[config.mk]
export PLATFORM = sky130hd
export DESIGN_NAME = prim_irq_ctrl
export DESIGN_NICKNAME = d
export VERILOG_FILES = /design/src/rtl/prim_irq_pkg.sv /design/src/rtl/pic_cfg_bank.sv /design/src/rtl/pic_first_pick.sv /design/src/rtl/prim_irq_ctrl.sv
export SDC_FILE = /design/constraint.sdc
export NUM_CORES = 1
export LEC_CHECK = 0
export ABC_AREA = 1
export BUFFER_PORTS_ARGS = -buffer_cell sky130_fd_sc_hd__buf_4
export CAP_MARGIN = 25
export CORE_AREA = 3 3 144 146
export DETAILED_ROUTE_END_ITERATION = 16
export DIE_AREA = 0 0 147 149
export GPL_ROUTABILITY_DRIVEN = 0
export PLACE_DENSITY_LB_ADDON = 0.08
export SKIP_CTS_REPAIR_TIMING = 1
export SYNTH_ARGS = -nofsm -noshare
export SYNTH_HDL_FRONTEND = slang
export SYNTH_HIERARCHICAL = 1
export SYNTH_SLANG_ARGS = --single-unit
[constraint.sdc]
create_clock -name clk -period 2.9 [get_ports clk]
set_input_delay 0.145 -clock clk [delete_from_list [all_inputs] [get_ports clk]]
set_output_delay 0.145 -clock clk [all_outputs]
set_load 0.05 [all_outputs]
[src/rtl/prim_irq_pkg.sv]
package prim_irq_pkg;
   localparam int ROUTE_IRQ_BIT = 5;
   localparam int ROUTE_FIQ_BIT = 6;
   localparam int SEL_PEND_BIT  = 6;
   localparam int SEL_NUM_W     = 6;
   localparam int DATA_W        = 32;

   typedef struct packed {
      logic fiq;
      logic irq;
   } route_t;

   function automatic logic [DATA_W-1:0] route_to_word(route_t r);
      logic [DATA_W-1:0] w;
      w = '0;
      w[ROUTE_IRQ_BIT] = r.irq;
      w[ROUTE_FIQ_BIT] = r.fiq;
      return w;
   endfunction
endpackage

[src/rtl/pic_cfg_bank.sv]
module pic_cfg_bank
   import prim_irq_pkg::*;
#(
   parameter int NUM_SRC = 64,
   parameter int WORD_W  = 10
) (
   input  logic               clk,
   input  logic               rst_n,
   input  logic               wr_en,
   input  logic [WORD_W-1:0]  word,
   input  logic [DATA_W-1:0]  wdata,
   output logic [NUM_SRC-1:0] route_irq,
   output logic [NUM_SRC-1:0] route_fiq,
   output logic [DATA_W-1:0]  rd_word
);
   route_t cfg_q [NUM_SRC];

   for (genvar n = 0; n < NUM_SRC; n++) begin : g_src
      always_ff @(posedge clk or negedge rst_n) begin
         if (!rst_n) begin
            cfg_q[n] <= '0;
         end else if (wr_en && (word == WORD_W'(n))) begin
            cfg_q[n].irq <= wdata[ROUTE_IRQ_BIT];
            cfg_q[n].fiq <= wdata[ROUTE_FIQ_BIT];
         end
      end
      assign route_irq[n] = cfg_q[n].irq;
      assign route_fiq[n] = cfg_q[n].fiq;
   end

   always_comb begin
      rd_word = '0;
      for (int n = 0; n < NUM_SRC; n++) begin
         if (word == WORD_W'(n)) rd_word = route_to_word(cfg_q[n]);
      end
   end
endmodule

[src/rtl/pic_first_pick.sv]
module pic_first_pick #(
   parameter int N         = 64,
   parameter int IDX_W     = 6,
   parameter bit PICK_TREE = 1'b1
) (
   input  logic [N-1:0]     req,
   output logic             any,
   output logic [IDX_W-1:0] idx
);
   if (N < 2) begin : g_bad_n
      $error("pic_first_pick: N must be at least 2");
   end
   if ((1 << IDX_W) < N) begin : g_bad_idx
      $error("pic_first_pick: IDX_W too narrow for N");
   end

   if (PICK_TREE) begin : g_tree
      localparam int LVL = $clog2(N);
      localparam int P   = 1 << LVL;
      logic [P-1:0]     v  [LVL+1];
      logic [IDX_W-1:0] ix [LVL+1][P];

      for (genvar i = 0; i < P; i++) begin : g_leaf
         if (i < N) begin : g_real
            assign v[0][i] = req[i];
         end else begin : g_pad
            assign v[0][i] = 1'b0;
         end
         assign ix[0][i] = IDX_W'(i);
      end

      for (genvar l = 0; l < LVL; l++) begin : g_lvl
         for (genvar j = 0; j < P; j++) begin : g_node
            if (j < (P >> (l + 1))) begin : g_live
               assign v[l+1][j]  = v[l][2*j] | v[l][2*j+1];
               assign ix[l+1][j] = v[l][2*j] ? ix[l][2*j] : ix[l][2*j+1];
            end else begin : g_dead
               assign v[l+1][j]  = 1'b0;
               assign ix[l+1][j] = '0;
            end
         end
      end

      assign any = v[LVL][0];
      assign idx = v[LVL][0] ? ix[LVL][0] : '0;
   end else begin : g_linear
      always_comb begin
         any = 1'b0;
         idx = '0;
         for (int i = N - 1; i >= 0; i--) begin
            if (req[i]) begin
               any = 1'b1;
               idx = IDX_W'(i);
            end
         end
      end
   end
endmodule

[src/rtl/prim_irq_ctrl.sv]
module prim_irq_ctrl
   import prim_irq_pkg::*;
#(
   parameter int NUM_SRC    = 64,
   parameter int ADDR_W     = 12,
   parameter int SEL_OFFSET = 'h104,
   parameter bit PICK_TREE  = 1'b1
) (
   input  logic                clk,
   input  logic                rst_n,
   input  logic [NUM_SRC-1:0]  src_i,
   input  logic                bus_sel_i,
   input  logic                bus_wr_i,
   input  logic [ADDR_W-1:0]   bus_addr_i,
   input  logic [DATA_W-1:0]   bus_wdata_i,
   output logic [DATA_W-1:0]   bus_rdata_o,
   output logic                irq_o,
   output logic                fiq_o
);
   localparam int WORD_W   = ADDR_W - 2;
   localparam int SEL_WORD = SEL_OFFSET / 4;

   if (NUM_SRC > (1 << SEL_NUM_W)) begin : g_bad_src
      $error("prim_irq_ctrl: NUM_SRC exceeds select number field");
   end
   if (SEL_WORD < NUM_SRC || SEL_WORD >= (1 << WORD_W)) begin : g_bad_sel
      $error("prim_irq_ctrl: select word overlaps config space or lies outside address range");
   end
   if (SEL_PEND_BIT < SEL_NUM_W) begin : g_bad_pend
      $error("prim_irq_ctrl: pending flag overlaps number field");
   end

   logic [WORD_W-1:0]    word;
   logic                 wr_en, rd_en, sel_hit;
   logic [NUM_SRC-1:0]   route_irq, route_fiq;
   logic [NUM_SRC-1:0]   act_irq, act_fiq;
   logic [DATA_W-1:0]    cfg_rd, sel_rd, rd_next;
   logic                 pick_any;
   logic [SEL_NUM_W-1:0] pick_idx;

   assign word    = bus_addr_i[ADDR_W-1:2];
   assign wr_en   = bus_sel_i & bus_wr_i;
   assign rd_en   = bus_sel_i & ~bus_wr_i;
   assign sel_hit = (word == WORD_W'(SEL_WORD));

   pic_cfg_bank #(
      .NUM_SRC(NUM_SRC),
      .WORD_W (WORD_W)
   ) u_bank (
      .clk      (clk),
      .rst_n    (rst_n),
      .wr_en    (wr_en),
      .word     (word),
      .wdata    (bus_wdata_i),
      .route_irq(route_irq),
      .route_fiq(route_fiq),
      .rd_word  (cfg_rd)
   );

   assign act_irq = src_i & route_irq;
   assign act_fiq = src_i & route_fiq;

   pic_first_pick #(
      .N        (NUM_SRC),
      .IDX_W    (SEL_NUM_W),
      .PICK_TREE(PICK_TREE)
   ) u_pick (
      .req(act_irq),
      .any(pick_any),
      .idx(pick_idx)
   );

   always_comb begin
      sel_rd = '0;
      if (pick_any) begin
         sel_rd[SEL_PEND_BIT]    = 1'b1;
         sel_rd[SEL_NUM_W-1:0]   = pick_idx;
      end
   end

   assign rd_next = sel_hit ? sel_rd : cfg_rd;

   always_ff @(posedge clk or negedge rst_n) begin
      if (!rst_n) begin
         bus_rdata_o <= '0;
         irq_o       <= 1'b0;
         fiq_o       <= 1'b0;
      end else begin
         if (rd_en) bus_rdata_o <= rd_next;
         irq_o <= |act_irq;
         fiq_o <= |act_fiq;
      end
   end
endmodule

## Word level (Yosys, flattened, before mapping)

Cells that the tools add are included.

| word-level totals | value |
|---|---|
| flip-flop bits (word level) | 162 |
| input port bits | 112 |
| logic and storage cells | 459 |

| cells by class | value |
|---|---|
| equality and inequality tests | 64 |
| multiplexer cells | 129 |
| bitwise gates (word level) | 68 |
| reductions and logical operators | 67 |

Operators with widths:

| operator | count |
|---|---|
| 7-bit 2-to-1 mux | 65 |
| 10-bit by 6-bit == test with 1-bit output (second input constant) | 32 |
| 6-bit 2-to-1 mux | 31 |
| 10-bit by 5-bit == test with 1-bit output (second input constant) | 16 |
| 64-bit AND | 2 |
| 64-bit OR reduction | 2 |
| 10-bit by 4-bit == test with 1-bit output (second input constant) | 8 |
| 1-bit logical AND | 64 |
| 1-bit bitwise OR | 63 |
| 10-bit by 3-bit == test with 1-bit output (second input constant) | 4 |
| 1-bit 2-to-1 mux | 32 |
| 32-bit 2-to-1 mux | 1 |
| 10-bit by 2-bit == test with 1-bit output (second input constant) | 2 |
| 10-bit by 1-bit == test with 1-bit output (second input constant) | 1 |
| 10-bit by 7-bit == test with 1-bit output (second input constant) | 1 |
| 10-bit zero test | 1 |
| 1-bit AND | 2 |
| 1-bit NOT | 1 |

## Depth between registers and ports, before layout

| logic depth | value |
|---|---|
| depth in word-level cells | 66 |
| depth in mapped cells | 44 |

## Hierarchy

Netlist, hierarchy kept.

Modules (own cells, without submodules):

| module | times used | cells each | area an instance (µm²) |
|---|---|---|---|
| pic_cfg_bank | 1 | 916 | 6735.2 |
| prim_irq_ctrl | 1 | 480 | 2696.3 |
| pic_first_pick | 1 | 175 | 832.0 |

## Least setup slack after synthesis

OpenSTA, ideal clock, no wires.

| path | value |
|---|---|
| kind | in2reg |
| start point | input port bus_addr_i[9] |
| end point | register bus_rdata_o[6] |
| arrival | 2948 ps |
| path slack | -166 ps |
| stages | 37 |
| path buffers | 0 |
| path through | nor2_1 nand3_2 or3_1 nand2_1 nand4_1 nand2_1 nand4_1 nand2_1 nand4_1 nor2_1 nand4_1 nor2_1 nand4_1 nor2_1 nand4_1 nand2_1 nand4_1 nand2_1 nand3_1 nand2_1 nand3_1 nand2_1 nand4_1 nor2_1 nand4_1 nand2_1 nand4_1 nor2_1 nand3_1 nand2_1 nand4_1 nor2_1 nand4_1 inv_1 nand2_1 nand3_1 nand2_1 |

| between the ends | value |
|---|---|
| longest elaborated chain between the ends | 66 |

Ends and longest elaborated chain:

| what | line | source |
|---|---|---|
| start: declaration | prim_irq_ctrl.sv:14 | `input logic [ADDR_W-1:0] bus_addr_i,` |
| 10-bit zero test | pic_cfg_bank.sv:34 | `if (word == WORD_W'(n)) rd_word = route_to_word(cfg_q[n]);` |
| 7-bit 2-to-1 mux (63 in series) | pic_cfg_bank.sv:34 |  |
| 7-bit 2-to-1 mux (*) | pic_cfg_bank.sv:34 |  |
| named net cfg_rd[6] | prim_irq_ctrl.sv:37 | `logic [DATA_W-1:0] cfg_rd, sel_rd, rd_next;` |
| 32-bit 2-to-1 mux (*) | prim_irq_ctrl.sv:81 | `assign rd_next = sel_hit ? sel_rd : cfg_rd;` |
| end signal: assignment | prim_irq_ctrl.sv:89 | `if (rd_en) bus_rdata_o <= rd_next;` |
| end: declaration | prim_irq_ctrl.sv:16 | `output logic [DATA_W-1:0] bus_rdata_o,` |

Mark *: on every way through the listed nets, which the timed path passes. The rest lies on a longest branch.
A chain may end at the register's enable or synchronous reset.

## Final worst setup path

| path | value |
|---|---|
| start point | register u_bank.cfg_q (netlist bit u_bank/route_fiq[7]) |
| end point | register bus_rdata_o[6] |

| between the ends | value |
|---|---|
| longest elaborated chain between the ends | 58 |

Ends and longest elaborated chain:

| what | line | source |
|---|---|---|
| start: declaration | pic_cfg_bank.sv:16 | `route_t cfg_q [NUM_SRC];` |
| 7-bit 2-to-1 mux (57 in series) | pic_cfg_bank.sv:34 |  |
| named net cfg_rd[6] | prim_irq_ctrl.sv:37 |  |
| 32-bit 2-to-1 mux | prim_irq_ctrl.sv:81 |  |

The timed path passes the listed nets, and every way through them passes these cells.

==> flow_metrics.tcl <==
set metrics [dict create \
    max_cap_viol_count 0 \
    grt_overflow 0 \
    ios 146 \
    clk_path_buf_depth 2 \
    max_slew_margin 0.371 \
    cpMostUsedCell "nand4_1" \
    rr_startpoint "u_bank/route_fiq[7]" \
    htreeDepth 4 \
    insertion_delay_ns 0.43 \
    violations "negative setup slack" \
    wl_mm 33.1 \
    p_leak_nw 6.85 \
    die_area_mm2 0.0219 \
    die_h_um 149 \
    path_clk_slew_ns 0.07 \
    ir_drop_mv 0.413 \
    critPathSlowestCell "dfrtp_1" \
    yosys_warnings 6 \
    critPathCaptureType "flip-flop" \
    ys_seq_area_frac 0.395 \
    drt_iter0_drc 902 \
    dpl_cell_area_mm2 0.0124 \
    n_fill_cell 1857 \
    ys_types 41 \
    finalCritPeriodShare 1.26 \
    syn_inst 1571 \
    pre_cts_ws_ns -0.800 \
    ys_ff_latch 162 \
    cp_top_family "simple AND/OR/NAND/NOR gates" \
    hold_start "src_i[29]" \
    cts_tree "yes" \
    worst-path-buf-inv 1 \
    routedWlPerCell_um 15.8 \
    p_per_area_mw_per_mm2 426 \
    first_global_vias 10400 \
    period_needed_ns 3.66 \
    cp-startpoint "u_bank/route_fiq[7]" \
    synthToLayoutAreaGrowth_pct 26.2 \
    clock-sinks 162 \
    final_hold_viol_count 0 \
    timing.final.max_slew_violations 0 \
    outcome "finished with violations" \
    critPathKind "flip-flop to flip-flop" \
    grt_pass1_wl_mm 52.5 \
    viasPerCell 5.23 \
    finalInstanceArea_mm2 0.0129 \
    crit_arrival_ns 3.98 \
    cp_max_fo 2 \
    cpPeakStageDelay_ns 0.40 \
    worst_slack_ns -0.762 \
    num_rows 51 \
    n_antenna_cell 0 \
    track_usage 0.301 \
    grt_max_degree 84 \
    numCtsBuffers 17 \
    grt_setup_unrepaired "yes" \
    die_width_um 147 \
    worstMarginPinSlew_ns 0.942 \
    portBuffers 113 \
    syn_avg_cell_area_um2 6.53 \
    clk_root_buffer_cell "clkbuf_16" \
    first_pass_iters 6 \
    critPathRequiredTime_ns 3.22 \
    fin_worst_skew_ns 0.00739 \
    hp-class "primary input to flip-flop" \
    drc 0 \
    num-nets-final 1929 \
    setup_viol 2 \
    netlist_area_mm2 0.0103 \
    dp_hpwl_mm 25.5 \
    ant_nets 0 \
    drive_gt1_frac 0.191 \
    power_w 0.00551 \
    num_vias 11000 \
    coreArea_mm2 0.0195 \
    antenna_found_initial 0 \
    start_util 0.526 \
    startpoint_type "flip-flop" \
    fmax_mhz 273 \
]
-- state kept, by name, summed over array words and instances (netlist names) --
name / count
irq_o: 1
u_bank/route_irq: 64
bus_rdata_o: 32
u_bank/route_fiq: 64
fiq_o: 1
-- kinds of logic (layout without fill, tap and decap cells) --
logic type / after synthesis / after routing / synth area share
compound gates: 181 / 181 / 0.0909
buf+inv: 273 / 503 / 0.113
simple gates: 954 / 954 / 0.401
flops: 162 / 162 / 0.395
other cells: 1 / 30 / 0.000365
-- cell usage in the layout, fill, tap and decap left out, types with 2 or more instances in the layout --
cell        netlist  final
clkbuf_16         0     17
buf_4            31    265
o32ai_1           2      2
clkbuf_8          0      2
clkinv_1          4      4
or2_2             2      2
nand4_1          69     69
nand3_2           2      2
a21oi_1          24     24
nor4b_1           3      3
nand3_1          77     77
nor2_2            9     12
inv_6             0      5
nor2_8            3      3
nand2_2           5      5
o211ai_1          3      3
clkinvlp_4        0      3
nand2_1         588    588
inv_2            13     14
nor3_1           18     18
a21o_1            2      2
buf_12            0      2
o21ai_0         146    146
inv_1           184    183
conb_1            1     30
or2_1             3      3
nor2_4            6      7
o21bai_1          2      2
or2_0             2      2
dfrtp_1         162    162
o22ai_1           2      2
nor2_1          153    149
and2_1            6      6
-- worst paths after layout --
check / end / slack, ns / depth (start not counted)
max in group asynchronous: u_bank/route_irq[29] / 1.72 / 3
min reg2reg: bus_rdata_o[28] / 0.48 / 2
max: bus_rdata_o[6] / -0.76 / 35
min in group asynchronous: bus_rdata_o[25] / 0.34 / 2
max reg2reg: bus_rdata_o[6] / -0.76 / 35
min: fiq_o / 0.16 / 7
-- area by class of cell --
class / instances / area (um2) / share of cell area
Multi-Input combinational cell: 1165 / 5170 / 0.400
Timing Repair Buffer: 269 / 2050 / 0.158
Sequential cell: 162 / 4050 / 0.313
Inverter: 202 / 761 / 0.0587
Tap cell: 265 / 332 / 0.0256
Clock buffer: 20 / 457 / 0.0353
Clock inverter: 12 / 121 / 0.00937
-- worst register-to-register path, delay by kind of cell (launching register included) --
family                 cells  cell delay [ns]
and+or+nand+nor           34             3.12
DFF                        1             0.40
buffers and inverters      1             0.06
-- through the flow --
step	TNS (ns)	util	hold WS [ns]	instances
3_5_place_dp	-1.49	0.633	0.269	2062
6_report	-1.44	0.663	0.158	2095
2_1_floorplan	-0.0715	-	-0.151	1600
4_1_cts	-1.36	0.663	-0.197	2094
3_3_place_gp	-1.45	0.633	0.253	2062
5_1_grt	-2.47	0.663	0.191	2095
-- where the power goes --
group	switching, W	internal (W)	total, W
clock network	0.00100	0.00125	0.00225
logic	0.000595	0.000294	0.000889
registers	0.0000420	0.00233	0.00237
total	0.00164	0.00387	0.00551
-- layer usage --
metal	routed length [um]	vias up	track usage
met4	1270	0	0.131
met3	2730	83	0.0456
met1	14300	5003	0.408
met5	0	-	0
met2	14900	473	0.484
li1	-	5396	-
-- synth_stat cells, drive strengths merged --
cell type,number,area (um2)
and2,6,37.5
o21bai,2,15.0
nand3b,1,7.51
o211ai,3,22.5
nor3b,1,7.51
nor4b,3,26.3
dfrtp,162,4050
nand4,69,432
conb,1,3.75
nor3,19,106
or3,1,6.26
buf,45,302
nand3,80,423
or2,8,52.6
o32ai,2,17.5
a21o,2,15.0
clkinv,4,15.0
nand2,594,2250
nor2,171,758
o21ai,146,731
clkbuf,26,97.6
o22ai,2,12.5
a21oi,24,120
inv,198,746
and3,1,6.26
(Power assumes the default switching activity.)
